[config.mk]
export PLATFORM = sky130hd
export DESIGN_NAME = scl_timing_gen
export DESIGN_NICKNAME = d
export VERILOG_FILES = /design/src/rtl/scl_timing_pkg.sv /design/src/rtl/scl_div_latch.sv /design/src/rtl/scl_step_counter.sv /design/src/rtl/scl_phase_fsm.sv /design/src/rtl/scl_strobe_gen.sv /design/src/rtl/scl_timing_gen.sv
export SDC_FILE = /design/constraint.sdc
export NUM_CORES = 1
export LEC_CHECK = 0
export BUFFER_PORTS_ARGS = -buffer_cell sky130_fd_sc_hd__buf_2
export CAP_MARGIN = 40
export CORE_MARGIN = 2
export CORE_UTILIZATION = 55
export DETAILED_ROUTE_END_ITERATION = 10
export GPL_TIMING_DRIVEN = 1
export PLACE_DENSITY_LB_ADDON = 0.08
export RECOVER_POWER = 50
export SLEW_MARGIN = 40
export SYNTH_ARGS = -nofsm -noshare
export SYNTH_HDL_FRONTEND = slang
export SYNTH_HIERARCHICAL = 1
export SYNTH_SLANG_ARGS = --single-unit
[constraint.sdc]
create_clock -name clk -period 6.9 [get_ports clk]
set_clock_uncertainty 0.2 [all_clocks]
set_input_delay 1.035 -clock clk [delete_from_list [all_inputs] [get_ports clk]]
set_output_delay 1.035 -clock clk [all_outputs]
set_load 0.005 [all_outputs]
[src/rtl/scl_timing_pkg.sv]
package scl_timing_pkg;

  typedef enum logic [1:0] {
    PH_IDLE = 2'd0,
    PH_LOW  = 2'd1,
    PH_HIGH = 2'd2
  } phase_e;

  // Length of one half in clocks: steps sub-steps of (cnt + 1) clocks each.
  function automatic logic [31:0] phase_len(input logic [31:0] cnt, input int unsigned steps);
    return 32'(steps) * (cnt + 32'd1);
  endfunction

  // Sub-step index at which a midpoint strobe fires.
  function automatic int unsigned mid_step(input int unsigned steps);
    return steps / 2;
  endfunction

endpackage

[src/rtl/scl_div_latch.sv]
module scl_div_latch #(
  parameter int unsigned CNT_W = 16,
  parameter int unsigned DIV_W = 2 * CNT_W
) (
  input  logic             clk,
  input  logic             rst_n,
  input  logic             clr,
  input  logic             load,
  input  logic [DIV_W-1:0] div_word,
  output logic [CNT_W-1:0] lo_cnt,
  output logic [CNT_W-1:0] hi_cnt
);

  always_ff @(posedge clk or negedge rst_n) begin
    if (!rst_n) begin
      lo_cnt <= '0;
      hi_cnt <= '0;
    end else if (clr) begin
      lo_cnt <= '0;
      hi_cnt <= '0;
    end else if (load) begin
      lo_cnt <= div_word[CNT_W-1:0];
      hi_cnt <= div_word[DIV_W-1:CNT_W];
    end
  end

  // the latched counts change only when a low half starts
  a_r8_counts_frozen: assert property (@(posedge clk) disable iff (!rst_n)
    (!load && !clr) |=> $stable({hi_cnt, lo_cnt}));

endmodule

[src/rtl/scl_step_counter.sv]
module scl_step_counter #(
  parameter int unsigned CNT_W = 16,
  parameter int unsigned STEPS = 8,
  parameter int unsigned SUB_W = $clog2(STEPS)
) (
  input  logic             clk,
  input  logic             rst_n,
  input  logic             clr,
  input  logic             active,
  input  logic [CNT_W-1:0] limit,
  output logic [CNT_W-1:0] pre_cnt,
  output logic [SUB_W-1:0] sub_cnt,
  output logic             step_last,
  output logic             phase_last
);

  localparam logic [SUB_W-1:0] SUB_MAX = SUB_W'(STEPS - 1);

  assign step_last  = active && (pre_cnt == limit);
  assign phase_last = step_last && (sub_cnt == SUB_MAX);

  always_ff @(posedge clk or negedge rst_n) begin
    if (!rst_n) begin
      pre_cnt <= '0;
      sub_cnt <= '0;
    end else if (clr || !active) begin
      pre_cnt <= '0;
      sub_cnt <= '0;
    end else if (step_last) begin
      pre_cnt <= '0;
      sub_cnt <= phase_last ? '0 : sub_cnt + 1'b1;
    end else begin
      pre_cnt <= pre_cnt + 1'b1;
    end
  end

  // the prescaler never runs past the limit of the current half
  a_r5_no_overflow: assert property (@(posedge clk) disable iff (!rst_n)
    active |-> (pre_cnt <= limit));

  // the sub-step index moves only on the last clock of a sub-step
  a_r5_sub_holds: assert property (@(posedge clk) disable iff (!rst_n)
    (active && !step_last && !clr) |=> $stable(sub_cnt));

endmodule

[src/rtl/scl_phase_fsm.sv]
module scl_phase_fsm
  import scl_timing_pkg::*;
(
  input  logic   clk,
  input  logic   rst_n,
  input  logic   en,
  input  logic   run,
  input  logic   phase_last,
  output phase_e phase,
  output logic   load
);

  phase_e phase_nx;

  // A low half begins from idle or straight after a high half.
  assign load = en && run && ((phase == PH_IDLE) || ((phase == PH_HIGH) && phase_last));

  always_comb begin
    phase_nx = phase;
    if (!en) begin
      phase_nx = PH_IDLE;
    end else begin
      case (phase)
        PH_IDLE: if (run) phase_nx = PH_LOW;
        PH_LOW:  if (phase_last) phase_nx = PH_HIGH;
        PH_HIGH: if (phase_last) phase_nx = run ? PH_LOW : PH_IDLE;
        default: phase_nx = PH_IDLE;
      endcase
    end
  end

  always_ff @(posedge clk or negedge rst_n) begin
    if (!rst_n) phase <= PH_IDLE;
    else        phase <= phase_nx;
  end

  // a low half is not cut short while enabled
  a_r2_low_holds: assert property (@(posedge clk) disable iff (!rst_n)
    (en && (phase == PH_LOW) && !phase_last) |=> (phase == PH_LOW));

  // a high half is not cut short while enabled
  a_r3_high_holds: assert property (@(posedge clk) disable iff (!rst_n)
    (en && (phase == PH_HIGH) && !phase_last) |=> (phase == PH_HIGH));

endmodule

[src/rtl/scl_strobe_gen.sv]
module scl_strobe_gen
  import scl_timing_pkg::*;
#(
  parameter int unsigned CNT_W = 16,
  parameter int unsigned STEPS = 8,
  parameter int unsigned SUB_W = $clog2(STEPS)
) (
  input  phase_e           phase,
  input  logic [CNT_W-1:0] pre_cnt,
  input  logic [SUB_W-1:0] sub_cnt,
  input  logic             phase_last,
  output logic             scl_o,
  output logic             low_en,
  output logic             high_en,
  output logic             fall_stb,
  output logic             drive_stb,
  output logic             rise_stb,
  output logic             sample_stb,
  output logic             bit_end
);

  localparam logic [SUB_W-1:0] SUB_MID = SUB_W'(mid_step(STEPS));

  logic step_first;
  logic at_first_step;
  logic at_mid_step;

  assign step_first    = (pre_cnt == '0);
  assign at_first_step = step_first && (sub_cnt == '0);
  assign at_mid_step   = step_first && (sub_cnt == SUB_MID);

  assign low_en     = (phase == PH_LOW);
  assign high_en    = (phase == PH_HIGH);
  assign scl_o      = !low_en;
  assign fall_stb   = low_en  && at_first_step;
  assign drive_stb  = low_en  && at_mid_step;
  assign rise_stb   = high_en && at_first_step;
  assign sample_stb = high_en && at_mid_step;
  assign bit_end    = high_en && phase_last;

endmodule

[src/rtl/scl_timing_gen.sv]
module scl_timing_gen
  import scl_timing_pkg::*;
#(
  parameter int unsigned CNT_W = 16,
  parameter int unsigned STEPS = 8,
  parameter int unsigned DIV_W = 2 * CNT_W,
  parameter int unsigned SUB_W = $clog2(STEPS)
) (
  input  logic             clk,
  input  logic             rst_n,
  input  logic             en,
  input  logic             run,
  input  logic [DIV_W-1:0] div_word,
  output logic             scl_o,
  output logic             low_en,
  output logic             high_en,
  output logic [SUB_W-1:0] sub_step,
  output logic             fall_stb,
  output logic             drive_stb,
  output logic             rise_stb,
  output logic             sample_stb,
  output logic             bit_end
);

  phase_e           phase_w;
  logic             load_w;
  logic             active_w;
  logic             clr_w;
  logic [CNT_W-1:0] lo_cnt_w;
  logic [CNT_W-1:0] hi_cnt_w;
  logic [CNT_W-1:0] limit_w;
  logic [CNT_W-1:0] pre_cnt_w;
  logic [SUB_W-1:0] sub_cnt_w;
  logic             step_last_w;
  logic             phase_last_w;

  assign clr_w    = !en;
  assign active_w = en && (phase_w != PH_IDLE);
  assign limit_w  = (phase_w == PH_HIGH) ? hi_cnt_w : lo_cnt_w;
  assign sub_step = sub_cnt_w;

  scl_div_latch #(.CNT_W(CNT_W), .DIV_W(DIV_W)) u_latch (
    .clk      (clk),
    .rst_n    (rst_n),
    .clr      (clr_w),
    .load     (load_w),
    .div_word (div_word),
    .lo_cnt   (lo_cnt_w),
    .hi_cnt   (hi_cnt_w)
  );

  scl_step_counter #(.CNT_W(CNT_W), .STEPS(STEPS), .SUB_W(SUB_W)) u_count (
    .clk        (clk),
    .rst_n      (rst_n),
    .clr        (clr_w),
    .active     (active_w),
    .limit      (limit_w),
    .pre_cnt    (pre_cnt_w),
    .sub_cnt    (sub_cnt_w),
    .step_last  (step_last_w),
    .phase_last (phase_last_w)
  );

  scl_phase_fsm u_fsm (
    .clk        (clk),
    .rst_n      (rst_n),
    .en         (en),
    .run        (run),
    .phase_last (phase_last_w),
    .phase      (phase_w),
    .load       (load_w)
  );

  scl_strobe_gen #(.CNT_W(CNT_W), .STEPS(STEPS), .SUB_W(SUB_W)) u_strobe (
    .phase      (phase_w),
    .pre_cnt    (pre_cnt_w),
    .sub_cnt    (sub_cnt_w),
    .phase_last (phase_last_w),
    .scl_o      (scl_o),
    .low_en     (low_en),
    .high_en    (high_en),
    .fall_stb   (fall_stb),
    .drive_stb  (drive_stb),
    .rise_stb   (rise_stb),
    .sample_stb (sample_stb),
    .bit_end    (bit_end)
  );

  // Clocks spent in the current half, kept only for the length check below.
  logic [31:0] half_cyc;
  always_ff @(posedge clk or negedge rst_n) begin
    if (!rst_n)                     half_cyc <= '0;
    else if (!active_w || phase_last_w) half_cyc <= '0;
    else                            half_cyc <= half_cyc + 32'd1;
  end

  // every half ends after steps * (count + 1) clocks
  a_r3_half_length: assert property (@(posedge clk) disable iff (!rst_n)
    phase_last_w |-> (half_cyc == phase_len(32'(limit_w), STEPS) - 32'd1));

  // one clock after disable the block is idle with SCL released
  a_r10_disable_idle: assert property (@(posedge clk) disable iff (!rst_n)
    !en |=> (scl_o && !low_en && !high_en && (sub_step == '0)));

  // the end of a bit is followed at once by a falling edge while running
  a_r7_end_then_fall: assert property (@(posedge clk) disable iff (!rst_n)
    (bit_end && run && en) |=> fall_stb);

  // with run dropped, the end of a bit leads to idle
  a_r9_stop_idle: assert property (@(posedge clk) disable iff (!rst_n)
    (bit_end && !run && en) |=> (!low_en && !high_en && scl_o));

endmodule

==> flow_metrics.py, run 1 <==
metrics = {
    "setup_path": {
        "r2r_cells": 11,
        "critPathMaxFanout": 16,
        "worstReg2RegEnd": "u_latch/hi_cnt[10]$_DFFE_PN0P_",
        "crit_slowest_cell": "or4_4",
        "startpoint_type": "flip-flop",
        "worstPathRequired_ps": 5660,
        "worstPathArrival_ps": 3210,
        "reg2reg_setup_slack_ps": 2730,
        "cp_cell_sequence": "nor2b_4 > mux2_2 > xnor2_1 > nand4_1 > or4_4 > nor2_1 > and2_1 > and2_1 > buf_2",
        "timing.rr.start": "u_fsm/phase[1]$_DFFE_PN0P_",
        "path_class": "flip-flop to output port",
        "cp_slowest_stage_delay_ps": 590,
        "crit_path_frequent_cell": "and2_1",
        "cp-end-kind": "output port",
    },
    "logic_synthesis": {
        "synth_simple_gate_area_frac": 0.185,
        "syn_area_sq_mm": 0.00291,
        "ys_seq_area_frac": 0.456,
        "synthAdderAreaFrac": 0.0129,
        "synth_cells": 266,
        "ys_ff_latch": 53,
        "synth_top_family_by_area": "multiplexers",
        "postSynthAreaPerCell_sq_um": 10.9,
        "synth_xor_area_frac": 0.0904,
        "netlist-cell-type-count": 32,
        "synthesis.nets": 305,
        "synth_compound_area_frac": 0.0224,
        "yosys_warnings": 6,
        "synth_mux_area_frac": 0.185,
    },
    "cells_and_area": {
        "layout_commonest_cell": "nor2_1",
        "antennaDiodeCount": 0,
        "postLayoutCellArea_sq_mm": 0.00324,
        "n_fill_cell": 453,
        "drive_gt1_frac": 0.238,
        "seqCellArea_sq_mm": 0.00133,
        "final_nets": 349,
        "syn_to_final_growth_pct": 11.4,
        "mostFrequentLayoutCells": "nor2_1 (56), dfrtp_1 (53), buf_2 (43), mux2i_1 (32), xnor2_1 (23)",
        "multi_input_area_sq_mm": 0.00144,
    },
    "drt": {
        "route.antenna.remaining_nets": 0,
        "first_pass_iters": 4,
        "vias": 2036,
        "drt_iter0_drc": 95,
        "drt_wl_total_microns": 5550,
        "drcViolationCount": 0,
        "vias_per_cell": 5.34,
        "routedWlPerCell_microns": 14.6,
    },
    "sta": {
        "min_period_ps": 4450,
        "hold_viol": 0,
        "fin_crit_sh": 0.645,
        "worst_pin_slew_ps": 2820,
        "fmax_mhz": 225,
        "slew_violations": 54,
        "rsz0062_at_grt": "no",
        "maxSlewHeadroom": -0.880,
        "finalSetupViolCount": 0,
        "fin_setup_tns_ps": 0,
    },
    "clocking": {
        "cts_max_level": 2,
        "cts_hold_buf": 0,
        "root_buffer": "clkbuf_8",
        "clock_path_buffers": 2,
        "numCtsBuffers": 5,
        "cts_resized": 0,
        "post_cts_buffers": 0,
        "insertion_delay_ps": 310,
        "cts.clk_slew.worst_paths_ps": 100,
        "cts_tree": "yes",
        "cts_num_sinks": 53,
    },
    "global_route": {
        "antenna_found_initial": 0,
        "track_usage": 0.199,
        "first_global_vias": 1929,
        "gr-total-overflow": 0,
        "grt_max_degree": 54,
        "grt_pass1_wl_microns": 9360,
    },
    "power_and_ir_drop": {
        "p_leak_nw": 1.45,
        "powerDensity_mw_per_mm2": 197,
        "ir_drop_uv": 125,
    },
    "hold_path": {
        "hold_path_class": "flip-flop to flip-flop",
        "hold_path_depth": 2,
        "worstHoldStart": "u_latch/lo_cnt[9]$_DFFE_PN0P_",
        "min_to": "u_latch/lo_cnt[9]$_DFFE_PN0P_",
    },
    "place": {
        "place_hpwl_microns": 3930,
        "numPortBuffers": 46,
        "place_congestion": 0.807,
        "placed_area_sq_mm": 0.00311,
    },
    "floorplanning": {
        "rows": 26,
        "io_pins": 47,
        "fp.dieW_microns": 76.7,
        "coreArea_sq_mm": 0.00511,
        "dieArea_sq_mm": 0.00588,
        "die-height_microns": 76.7,
        "start_util": 0.569,
    },
    "flow_run": {
        "max_cap_viol_count": 1,
    },
    "status": {
        "outcome": "finished, violations left",
        "violations": "max-capacitance violations, max-slew violations",
    },
}
==> layer usage <==
metal  GRT usage  up-vias  wire [microns]
met5           0        -               0
met3      0.0424        7             222
met1       0.268      989            2630
met4      0.0582        0              57
li1            -      994               -
met2       0.327       46            2650
==> critical path: cells and delay by family (launching register included) <==
kind	cells	cell delay [ps]
simple gates	6	1720
flops	1	470
mux	1	410
xor+xnor	1	190
buf+inv	1	100
==> cell families after synthesis <==
logic type               Yosys count
AND/OR/NAND/NOR                  109
flip-flops                        53
multiplexers                      48
XOR/XNOR                          30
buffers and inverters             14
AO/OA/AOI/OAI                      9
adder cells (fa/ha/maj)            3
==> state kept, by name, summed over array words and instances (netlist names) <==
name / cells
u_count/sub_cnt: 3
u_latch/lo_cnt: 16
u_count/pre_cnt: 16
u_latch/hi_cnt: 16
u_fsm/phase: 2
==> per-stage QoR <==
| step | std cells | util | hold slack (ps) | power, mW | worst slack, ps |
|---|---|---|---|---|---|
| after CTS | 381 | 0.635 | 341 | 0.645 | 2410 |
| after detailed placement | 373 | 0.609 | 315 | 0.397 | 2740 |
| after global placement | 373 | 0.609 | 300 | 0.396 | 2560 |
| after global routing | 381 | 0.634 | 369 | 0.663 | 2180 |
| final | 381 | 0.634 | 336 | 0.637 | 2450 |
| after floorplan | 266 | - | 279 | 0.375 | 3280 |
==> report_power, final <==
group	internal (mW)	total, mW	leakage, nW	switching, mW
clock network	0.144	0.247	0.0681	0.103
registers	0.319	0.325	0.729	0.00617
logic	0.0300	0.0649	0.650	0.0349
total	0.493	0.637	1.45	0.144
==> worst max path at each step <==
stage                                     from                        endpoint  cells past startpoint
floorplan           u_fsm/phase[1]$_DFFE_PN0P_                         bit_end                     10
global placement    u_fsm/phase[1]$_DFFE_PN0P_   u_latch/hi_cnt[0]$_DFFE_PN0P_                     11
detailed placement  u_fsm/phase[0]$_DFFE_PN0P_  u_latch/hi_cnt[10]$_DFFE_PN0P_                     11
CTS                 u_fsm/phase[1]$_DFFE_PN0P_                         bit_end                      9
global route        u_fsm/phase[1]$_DFFE_PN0P_                         bit_end                      9
finish              u_fsm/phase[1]$_DFFE_PN0P_                         bit_end                      9
==> cell type report <==
cell class,count,share of cell area
Clock buffer,5,0.0213
Clock inverter,3,0.0201
Inverter,4,0.00464
Multi-Input combinational cell,199,0.446
Sequential cell,53,0.410
Tap cell,70,0.0271
Timing Repair Buffer,47,0.0711
==> synthesized netlist by cell type (all sizes together) <==
cell / number / area share
and4: 3 / 0.0095
mux2: 16 / 0.075
and4b: 1 / 0.0034
clkbuf: 3 / 0.0039
nand2: 10 / 0.013
nand3: 9 / 0.015
and3: 2 / 0.0043
a21oi: 3 / 0.0052
nand4: 4 / 0.0086
inv: 4 / 0.0052
o21bai: 1 / 0.0065
xor2: 7 / 0.021
mux2i: 32 / 0.11
ha: 3 / 0.013
buf: 7 / 0.039
xnor2: 23 / 0.069
dfrtp: 53 / 0.46
or4: 1 / 0.0039
nor2: 56 / 0.072
o21ai: 4 / 0.0069
nor4: 6 / 0.013
nand2b: 4 / 0.011
o2111a: 1 / 0.0039
nor3: 5 / 0.0086
nand4b: 2 / 0.0060
and2: 4 / 0.0086
nor2b: 2 / 0.0069
No activity file was read; power rests on OpenSTA's default activity.
==> run 2: changes to the inputs <==
--- a/config.mk
+++ b/config.mk
@@ -8,7 +8,7 @@
 export BUFFER_PORTS_ARGS = -buffer_cell sky130_fd_sc_hd__buf_2
 export CAP_MARGIN = 40
 export CORE_MARGIN = 2
-export CORE_UTILIZATION = 55
+export CORE_UTILIZATION = 51
 export DETAILED_ROUTE_END_ITERATION = 10
 export GPL_TIMING_DRIVEN = 1
 export PLACE_DENSITY_LB_ADDON = 0.08
==> constraint.sdc (replaced) <==
create_clock -name clk -period 3.8 [get_ports clk]
set_clock_uncertainty 0.2 [all_clocks]
set_input_delay 0.57 -clock clk [delete_from_list [all_inputs] [get_ports clk]]
set_output_delay 0.57 -clock clk [all_outputs]
set_load 0.005 [all_outputs]
==> run 2 against run 1 <==
  * Non-clock buffer count is 5 higher
  * Final area grew 0.77%
  * Critical endpoint unchanged
  * Combinational power grew 90%
  * Final cell count rose by 1.8%
  * Highest routed layer unchanged
  * Clock power increased by 40%
  * First-iteration DRC count shrank 11%
  * Register-to-register slack got worse by 2500 ps
  * The run still ends with max-capacitance violations, max-slew violations left
==> flow_metrics.py, run 2 (synthesis results as in run 1) <==
metrics = {
    "status": {
        "outcome": "finished, violations left",
        "violations": "max-capacitance violations, max-slew violations",
    },
    "place": {
        "place_hpwl_microns": 4040,
        "pre_cts_ws_ps": 267,
        "numPortBuffers": 46,
        "place_congestion": 0.838,
    },
    "setup_path": {
        "worstPathRequired_ps": 3030,
        "crit_slowest_cell": "or4_4",
        "critPathMaxFanout": 15,
        "path_class": "flip-flop to output port",
        "worstPathArrival_ps": 2810,
        "cp_cell_sequence": "nor2b_4 > buf_12 > mux2_4 > xnor2_1 > nand4_1 > or4_4 > nor2_1 > and2_1 > and2_1 > buf_2",
        "cp-end-kind": "output port",
        "cp_slowest_stage_delay_ps": 580,
        "reg2reg_setup_slack_ps": 260,
        "startpoint_type": "flip-flop",
        "worstReg2RegEnd": "u_latch/hi_cnt[8]$_DFFE_PN0P_",
        "crit_path_frequent_cell": "and2_1",
        "timing.rr.start": "u_fsm/phase[0]$_DFFE_PN0P_",
        "r2r_cells": 13,
    },
    "clocking": {
        "root_buffer": "clkbuf_8",
        "cts.clk_slew.worst_paths_ps": 90,
        "cts_tree": "yes",
        "post_cts_buffers": 0,
        "cts_resized": 0,
        "cts_hold_buf": 0,
        "cts_num_sinks": 53,
        "insertion_delay_ps": 300,
        "numCtsBuffers": 5,
        "clock_path_buffers": 2,
        "cts_max_level": 2,
    },
    "cells_and_area": {
        "final_nets": 354,
        "seqCellArea_sq_mm": 0.00133,
        "n_fill_cell": 479,
        "drive_gt1_frac": 0.241,
        "syn_to_final_growth_pct": 12.2,
        "layout_commonest_cell": "nor2_1",
        "antennaDiodeCount": 0,
        "mostFrequentLayoutCells": "nor2_1 (56), dfrtp_1 (53), buf_2 (42), mux2i_1 (32), xnor2_1 (23)",
        "reg_top3": "u_count/pre_cnt x16, u_latch/hi_cnt x16, u_latch/lo_cnt x16",
        "multi_input_area_sq_mm": 0.00144,
    },
    "global_route": {
        "first_global_vias": 1944,
        "gr-total-overflow": 0,
        "grt_pass1_wl_microns": 9500,
        "track_usage": 0.193,
        "grt_max_degree": 36,
        "antenna_found_initial": 0,
    },
    "floorplanning": {
        "start_util": 0.528,
        "io_pins": 47,
        "die-height_microns": 79.5,
        "coreArea_sq_mm": 0.00551,
        "fp.dieW_microns": 79.5,
        "rows": 27,
        "dieArea_sq_mm": 0.00632,
    },
    "sta": {
        "slew_violations": 36,
        "fin_crit_sh": 0.943,
        "finalSetupViolCount": 0,
        "maxSlewHeadroom": -0.259,
        "rsz0062_at_grt": "no",
        "fin_setup_tns_ps": 0,
        "finalWorstSetupSlack_ps": 216,
        "hold_viol": 0,
        "min_period_ps": 3580,
        "worst_pin_slew_ps": 1890,
        "fmax_mhz": 279,
    },
    "drt": {
        "vias_per_cell": 5.21,
        "first_pass_iters": 4,
        "drt_wl_total_microns": 5570,
        "drt_iter0_drc": 85,
        "vias": 2020,
        "route.antenna.remaining_nets": 0,
        "routedWlPerCell_microns": 14.4,
        "drcViolationCount": 0,
    },
    "hold_path": {
        "hold_path_class": "input port to flip-flop",
        "hold_path_depth": 3,
        "min_to": "u_latch/hi_cnt[3]$_DFFE_PN0P_",
        "worstHoldStart": "div_word[19]",
    },
    "power_and_ir_drop": {
        "p_leak_nw": 1.46,
        "powerDensity_mw_per_mm2": 324,
        "ir_drop_uv": 208,
    },
    "flow_run": {
        "max_cap_viol_count": 1,
    },
}
run 2: worst max-delay path: cells and delay by family, from the launching register on:
| kind | cells | cell delay (ps) |
|---|---|---|
| and+or+nand+nor | 6 | 1310 |
| DFF | 1 | 410 |
| muxes | 1 | 330 |
| buffers and inverters | 2 | 280 |
| xor gates and xnor gates | 1 | 180 |
run 2: area by class of cell:
| type | count | share of cell area |
|---|---|---|
| well taps | 72 | 0.0276 |
| inverters | 4 | 0.00460 |
| multi-input cells | 199 | 0.442 |
| flip-flops and latches | 53 | 0.407 |
| clock inverters | 1 | 0.00153 |
| clock buffers | 7 | 0.0295 |
| repair buffers | 52 | 0.0882 |
run 2: where the power goes:
| group | internal [mW] | switching [mW] |
|---|---|---|
| logic | 0.0574 | 0.0656 |
| clock network | 0.165 | 0.182 |
| registers | 0.579 | 0.00941 |
| total | 0.801 | 0.257 |
run 2: how the worst max path moves through the flow:
stage                                          start                             to  slack, ps  cells after the start
after floorplan           u_fsm/phase[1]$_DFFE_PN0P_  u_latch/hi_cnt[0]$_DFFE_PN0P_        400                     15
after global placement    u_fsm/phase[0]$_DFFE_PN0P_  u_latch/lo_cnt[9]$_DFFE_PN0P_        330                     13
after detailed placement  u_fsm/phase[0]$_DFFE_PN0P_  u_latch/hi_cnt[8]$_DFFE_PN0P_        270                     13
after CTS                 u_fsm/phase[0]$_DFFE_PN0P_                        bit_end        190                     10
after global routing      u_fsm/phase[0]$_DFFE_PN0P_                        bit_end         60                     10
final                     u_fsm/phase[0]$_DFFE_PN0P_                        bit_end        220                     10
run 2: through the flow:
stage	hold WS, ps	cells	instance area [sq um]	power [mW]	util
2_1_floorplan	74.4	266	2910	0.681	-
3_3_place_gp	300	380	3170	0.723	0.576
3_5_place_dp	315	380	3170	0.725	0.576
4_1_cts	169	388	3270	1.07	0.595
5_1_grt	313	388	3260	1.10	0.592
6_report	303	388	3260	1.06	0.592
run 2: routing by layer:
metal | vias up | share of wire | global-route usage
met3 | 4 | 0.036 | 0.0362
met2 | 40 | 0.47 | 0.307
li1 | 1002 | - | -
met5 | - | 0 | 0
met1 | 974 | 0.49 | 0.269
met4 | 0 | 0.0086 | 0.0569
